$ cat src/rtl/irqp_pkg.sv
package irqp_pkg;
    localparam int unsigned BYTE_W = 8;

    typedef enum logic {
        TIER_LOW  = 1'b0,
        TIER_HIGH = 1'b1
    } tier_e;
endpackage

$ cat src/rtl/irqp_prio_reg.sv
module irqp_prio_reg #(
    parameter int unsigned N_SRC = 16,
    parameter int unsigned SELW  = 1
) (
    input  logic                         clk,
    input  logic                         rst_n,
    input  logic                         wr_en_i,
    input  logic [SELW-1:0]              wr_sel_i,
    input  logic [irqp_pkg::BYTE_W-1:0]  wr_data_i,
    output logic [N_SRC-1:0]             prio_o
);
    import irqp_pkg::*;

    localparam int unsigned NBYTES = N_SRC / BYTE_W;

    logic [N_SRC-1:0] prio_d, prio_q;

    always_comb begin
        prio_d = prio_q;
        if (wr_en_i) begin
            for (int b = 0; b < NBYTES; b++) begin
                if (wr_sel_i == SELW'(b)) begin
                    prio_d[b*BYTE_W +: BYTE_W] = wr_data_i;
                end
            end
        end
    end

    always_ff @(posedge clk or negedge rst_n) begin
        if (!rst_n) prio_q <= '0;
        else        prio_q <= prio_d;
    end

    assign prio_o = prio_q;

    // A write aimed at another byte leaves this one untouched
    for (genvar b = 0; b < NBYTES; b++) begin : g_byte_chk
        assert_byte_kept_R6: assert property (@(posedge clk) disable iff (!rst_n)
            (!wr_en_i || wr_sel_i != SELW'(b)) |=> $stable(prio_q[b*BYTE_W +: BYTE_W]));
    end
endmodule

$ cat src/rtl/irqp_pend_reg.sv
module irqp_pend_reg #(
    parameter int unsigned N_SRC = 16
) (
    input  logic             clk,
    input  logic             rst_n,
    input  logic [N_SRC-1:0] raise_i,
    input  logic [N_SRC-1:0] clr_i,
    output logic [N_SRC-1:0] pend_o
);
    logic [N_SRC-1:0] pend_d, pend_q;

    always_comb begin
        pend_d = (pend_q & ~clr_i) | raise_i;
    end

    always_ff @(posedge clk or negedge rst_n) begin
        if (!rst_n) pend_q <= '0;
        else        pend_q <= pend_d;
    end

    assign pend_o = pend_q;

    for (genvar i = 0; i < N_SRC; i++) begin : g_bit_chk
        assert_pend_held_R7: assert property (@(posedge clk) disable iff (!rst_n)
            (pend_q[i] && !clr_i[i]) |=> pend_q[i]);
        assert_raise_wins_R10: assert property (@(posedge clk) disable iff (!rst_n)
            raise_i[i] |=> pend_q[i]);
    end
endmodule

$ cat src/rtl/irqp_pick.sv
module irqp_pick #(
    parameter int unsigned N_SRC = 16,
    parameter int unsigned IDW   = 4
) (
    input  logic [N_SRC-1:0]  elig_i,
    input  logic [N_SRC-1:0]  hi_i,
    output logic              valid_o,
    output irqp_pkg::tier_e   tier_o,
    output logic [IDW-1:0]    idx_o
);
    import irqp_pkg::*;

    for (genvar t = 0; t < 2; t++) begin : g_tier
        logic [N_SRC-1:0] vec;
        logic             any;
        logic [IDW-1:0]   idx;

        assign vec = elig_i & ((t == 1) ? hi_i : ~hi_i);

        always_comb begin
            any = |vec;
            idx = '0;
            for (int i = 0; i < N_SRC; i++) begin
                if (vec[i]) idx = IDW'(i);
            end
        end
    end

    always_comb begin
        valid_o = g_tier[1].any | g_tier[0].any;
        if (g_tier[1].any) begin
            tier_o = TIER_HIGH;
            idx_o  = g_tier[1].idx;
        end else begin
            tier_o = TIER_LOW;
            idx_o  = g_tier[0].idx;
        end
    end
endmodule

$ cat src/rtl/irq_prio_sel.sv
module irq_prio_sel #(
    parameter int unsigned N_SRC = 16,
    localparam int unsigned IDW  = $clog2(N_SRC),
    localparam int unsigned NBYT = N_SRC / irqp_pkg::BYTE_W,
    localparam int unsigned SELW = (NBYT > 1) ? $clog2(NBYT) : 1
) (
    input  logic                        clk,
    input  logic                        rst_n,
    input  logic [N_SRC-1:0]            src_raise,
    input  logic [N_SRC-1:0]            src_enable,
    input  logic                        prio_wr_en,
    input  logic [SELW-1:0]             prio_wr_sel,
    input  logic [irqp_pkg::BYTE_W-1:0] prio_wr_data,
    input  logic                        ack,
    output logic                        irq_req,
    output logic [IDW-1:0]              irq_id
);
    import irqp_pkg::*;

    typedef struct packed {
        logic           req;
        logic [IDW-1:0] id;
    } win_t;

    win_t st_d, st_q;

    logic [N_SRC-1:0] pend_q, prio_q, elig, clr;
    logic             pick_valid;
    tier_e            pick_tier;
    logic [IDW-1:0]   pick_idx;

    irqp_prio_reg #(.N_SRC(N_SRC), .SELW(SELW)) u_prio (
        .clk      (clk),
        .rst_n    (rst_n),
        .wr_en_i  (prio_wr_en),
        .wr_sel_i (prio_wr_sel),
        .wr_data_i(prio_wr_data),
        .prio_o   (prio_q)
    );

    irqp_pend_reg #(.N_SRC(N_SRC)) u_pend (
        .clk    (clk),
        .rst_n  (rst_n),
        .raise_i(src_raise),
        .clr_i  (clr),
        .pend_o (pend_q)
    );

    assign elig = pend_q & src_enable;

    irqp_pick #(.N_SRC(N_SRC), .IDW(IDW)) u_pick (
        .elig_i (elig),
        .hi_i   (prio_q),
        .valid_o(pick_valid),
        .tier_o (pick_tier),
        .idx_o  (pick_idx)
    );

    always_comb begin
        clr = '0;
        if (ack && st_q.req) clr[st_q.id] = 1'b1;
        st_d.req = pick_valid;
        st_d.id  = pick_valid ? pick_idx : '0;
    end

    always_ff @(posedge clk or negedge rst_n) begin
        if (!rst_n) st_q <= '0;
        else        st_q <= st_d;
    end

    assign irq_req = st_q.req;
    assign irq_id  = st_q.id;

    // Peers of the chosen source in its own tier, for the ordering check
    logic [N_SRC-1:0] peers;
    assign peers = elig & ((pick_tier == TIER_HIGH) ? prio_q : ~prio_q);

    assert_pick_eligible_R2: assert property (@(posedge clk) disable iff (!rst_n)
        pick_valid |-> elig[pick_idx]);
    assert_top_in_tier_R3: assert property (@(posedge clk) disable iff (!rst_n)
        pick_valid |-> ($countones(peers >> pick_idx) == 1));
    assert_high_first_R4: assert property (@(posedge clk) disable iff (!rst_n)
        (pick_valid && (|(elig & prio_q))) |-> prio_q[pick_idx]);
    assert_ack_retires_R8: assert property (@(posedge clk) disable iff (!rst_n)
        (ack && st_q.req && !src_raise[st_q.id]) |=> !pend_q[$past(st_q.id)]);
endmodule

$ cat config.mk
export PLATFORM = sky130hd
export DESIGN_NAME = irq_prio_sel
export DESIGN_NICKNAME = d
export VERILOG_FILES = /design/src/rtl/irqp_pkg.sv /design/src/rtl/irqp_prio_reg.sv /design/src/rtl/irqp_pend_reg.sv /design/src/rtl/irqp_pick.sv /design/src/rtl/irq_prio_sel.sv
export SDC_FILE = /design/constraint.sdc
export NUM_CORES = 1
export LEC_CHECK = 0
export CAP_MARGIN = 20
export CORE_MARGIN = 8
export CORE_UTILIZATION = 44
export DETAILED_ROUTE_END_ITERATION = 10
export DONT_BUFFER_PORTS = 1
export GPL_TIMING_DRIVEN = 0
export HOLD_SLACK_MARGIN = 0.06
export PLACE_DENSITY_LB_ADDON = 0.1
export SKIP_LAST_GASP = 1
export SLEW_MARGIN = 25
export SYNTH_ARGS = -nofsm -noshare
export SYNTH_HDL_FRONTEND = slang
export SYNTH_SLANG_ARGS = --single-unit
export TNS_END_PERCENT = 100
$ cat constraint.sdc
create_clock -name clk -period 3.5 [get_ports clk]
set_input_delay 0.175 -clock clk [delete_from_list [all_inputs] [get_ports clk]]
set_output_delay 0.175 -clock clk [all_outputs]
set_load 0.01 [all_outputs]
==> metrics.md <==
| Metric | Value |
|---|---|
| Tot GR Track Use | 16.4% |
| Max incr delay on CP | 0.57 ns |
| Initial Utilization | 45.5% |
| Clock transition at the registers of the reported paths | 0.07 ns |
| Hold Crit Class | in2reg |
| # rows | 24 |
| Area Growth Syn to Fin | 22.0% |
| 1st-iter DRT viols | 112 |
| Remaining routing DRC violations | 0 |
| Final TNS setup | 0 ns |
| Placer congestion estimate | 0.895 |
| Worst EP arrival | 2.18 ns |
| Critical path type | reg2reg |
| Mapped Area | 0.00198 mm2 |
| Share of layout cells above drive strength 1 | 17.0% |
| First-pass GRT wire length | 9140 um |
| Pleak | 0.000940 uW |
| Fin area | 0.00242 mm2 |
| Critical path peak fanout | 4 |
| Prevailing post-synth register cell | dfrtp_1 |
| Postcts setup bufs | 0 |
| Final min period | 2.01 ns |
| Register area share after synthesis | 46.7% |
| Cts bufs inserted | 5 |
| Ys async rst share | 100% |
| H-tree depth | 2 |
| Worst slew pin tran | 0.518 ns |
| Die height | 83.1 um |
| Initial antenna violation count | 0 |
| Die width | 83.1 um |
| Placed cell area | 0.00205 mm2 |
| RSZ-0062 raised after global routing | false |
| Layout net count | 274 |
| Syn nets | 241 |
| Avg WL per Cell | 20.1 um |
| Post-synth EDFFs | 0 |
| Largest net degree at the start of global routing | 38 |
| Synth warn | 0 |
| Drt first pass iters | 4 |
| Setup ws final | 1.49 ns |
| Endpoint class of the critical path | flop |
| Yosys cell types | 39 |
| Fmax | 497 MHz |
| Hold Fails Final Rpt | 0 |
| Footprint of the multi-input gates | 0.00105 mm2 |
| Pre-CTS setup slack | 1.50 ns |
| CP required | 3.67 ns |
| PortBufs | 0 |
| Synth Register Bits | 37 |
| Worst vdd ir | 0.229 mV |
| Vias | 1678 |
| Final Max Slew Viols | 0 |
| Util after Layout | 55.6% |
| Commonest non-fill, non-tap cell in the layout | dfrtp_1 |
| Worst skew pair latency | 0.29 ns |
| CTS Root Buffer Type | clkbuf_8 |
| Power per cell area | 477 mW/mm2 |
| Setup Skew | 0.00491 ns |
| Grt ovf | 0 |
| Clock sink total | 37 |
| Max cap viols | 0 |
| WL final | 5660 um |
| Crit share post-route | 57.5% |
| Core ar. | 0.00435 mm2 |
| Status | complete, no violations |
| Leading cell types in the layout, fill and taps excluded | dfrtp_1 (37), dlygate4sd3_1 (25), nand2_1 (20) |
| CTS tree | done |
| Seq. cell area | 926 um2 |
| Cell Chain, Critical Path | nand3_2 -> nand4_1 -> or4_4 -> or2_1 -> o32a_1 |
| Clock Path Buffers | 2 |
| Worst setup SP type | flop |
| Post-route antenna net violation count | 0 |
| Avg Vias per Cell | 5.95 |
| Slew margin rel. | 65.5% |
| Detailed Place HPWL | 4610 um |
| Vias in the first global route | 1722 |
| Crit path max-delay cell type | or4_4 |
| N_diodes | 0 |
| Die area | 0.00691 mm2 |
| # IOs | 50 |
| Fillcell total | 384 |
| Endpoints failing setup | 0 |
| Syn Area/Cell | 10.1 um2 |
| Mapped Cells | 196 |
## cells in the mapped netlist, types with 3 or more instances
cell      number  share of area [%]
nand4_1        3               0.95
nand3_1       11                2.8
and3_1         4                1.3
a31oi_1        3               0.95
mux2_2        16                9.1
nand2_1       20                3.8
nand2b_1      18                5.7
nand3b_1       5                1.9
o21ai_0       17                4.3
o31ai_1        5                1.9
nor2_1        13                2.5
nand3_2        8                4.0
dfrtp_1       37                 47
nor3_1         4                1.0
## area by class of cell
class | count | area share [%]
plain buffers | 2 | 0.310
clock buffers | 7 | 3.98
clock inverters | 1 | 0.207
multi-input cells | 157 | 43.4
flip-flops and latches | 37 | 38.3
well taps | 52 | 2.69
repair buffers | 26 | 11.2
## metal layers
metal,global-route usage (%),routed length [um],vias up,part of all wire [%]
li1,-,-,799,-
met3,6.15,449,6,7.9
met1,19.5,2370,809,42
met5,0,0,-,0
met4,4.31,52,0,0.92
met2,26.9,2790,64,49
## power by group
part,internal (uW),total (uW),switching (uW)
clock,178,321,144
combinational,130,279,149
sequential,479,553,73.7
## registers in the layout, indices dropped and copies added, names as in the netlist
name / count
irq_req: 1
u_pend.pend_o: 16
u_prio.prio_o: 16
irq_id: 4
## worst paths after layout
kind | startpoint | to | slack (ns) | depth (start not counted)
hold / removal | src_enable[14] | irq_id[1] | 0.13 | 2
hold reg to reg | u_prio.prio_o[11] | u_prio.prio_o[11] | 0.54 | 1
setup reg to reg | u_pend.pend_o[3] | irq_id[2] | 1.49 | 5
setup / recovery | u_pend.pend_o[3] | irq_id[2] | 1.49 | 5
max in group asynchronous | rst_n | u_pend.pend_o[7] | 2.94 | 2
min in group asynchronous | rst_n | irq_id[3] | 0.37 | 2
## metrics by stage
stage               cells  power [uW]  hold slack (ns)
global route          282        1220            0.146
floorplan             196         728           -0.121
CTS                   282        1160            0.122
finish                282        1150            0.130
global placement      248         802           -0.120
detailed placement    248         805           -0.120
## worst max-delay path, delay by kind of cell (launching register included)
kind,cells,cell delay (ns)
DFF,1,0.43
AOI/OAI and AO/OA,1,0.36
and+or+nand+nor,4,1.10
## logic make-up (layout without fill, tap and decap cells)
logic type             after synthesis  in the layout  share of synthesized area, %
DFF                                 37             37                          46.7
AOI/OAI and AO/OA                   44             44                          14.7
buffers and inverters                2             36                         0.379
muxes                               16             16                          9.09
and+or+nand+nor                     97             97                          29.1
## what timing repair did
action / in CTS / in global routing
hold buffers: 26 / 0
resized for setup: 0 / 0
hold endpoints to repair: 69 / 0
No activity file was read; power rests on OpenSTA's default activity.
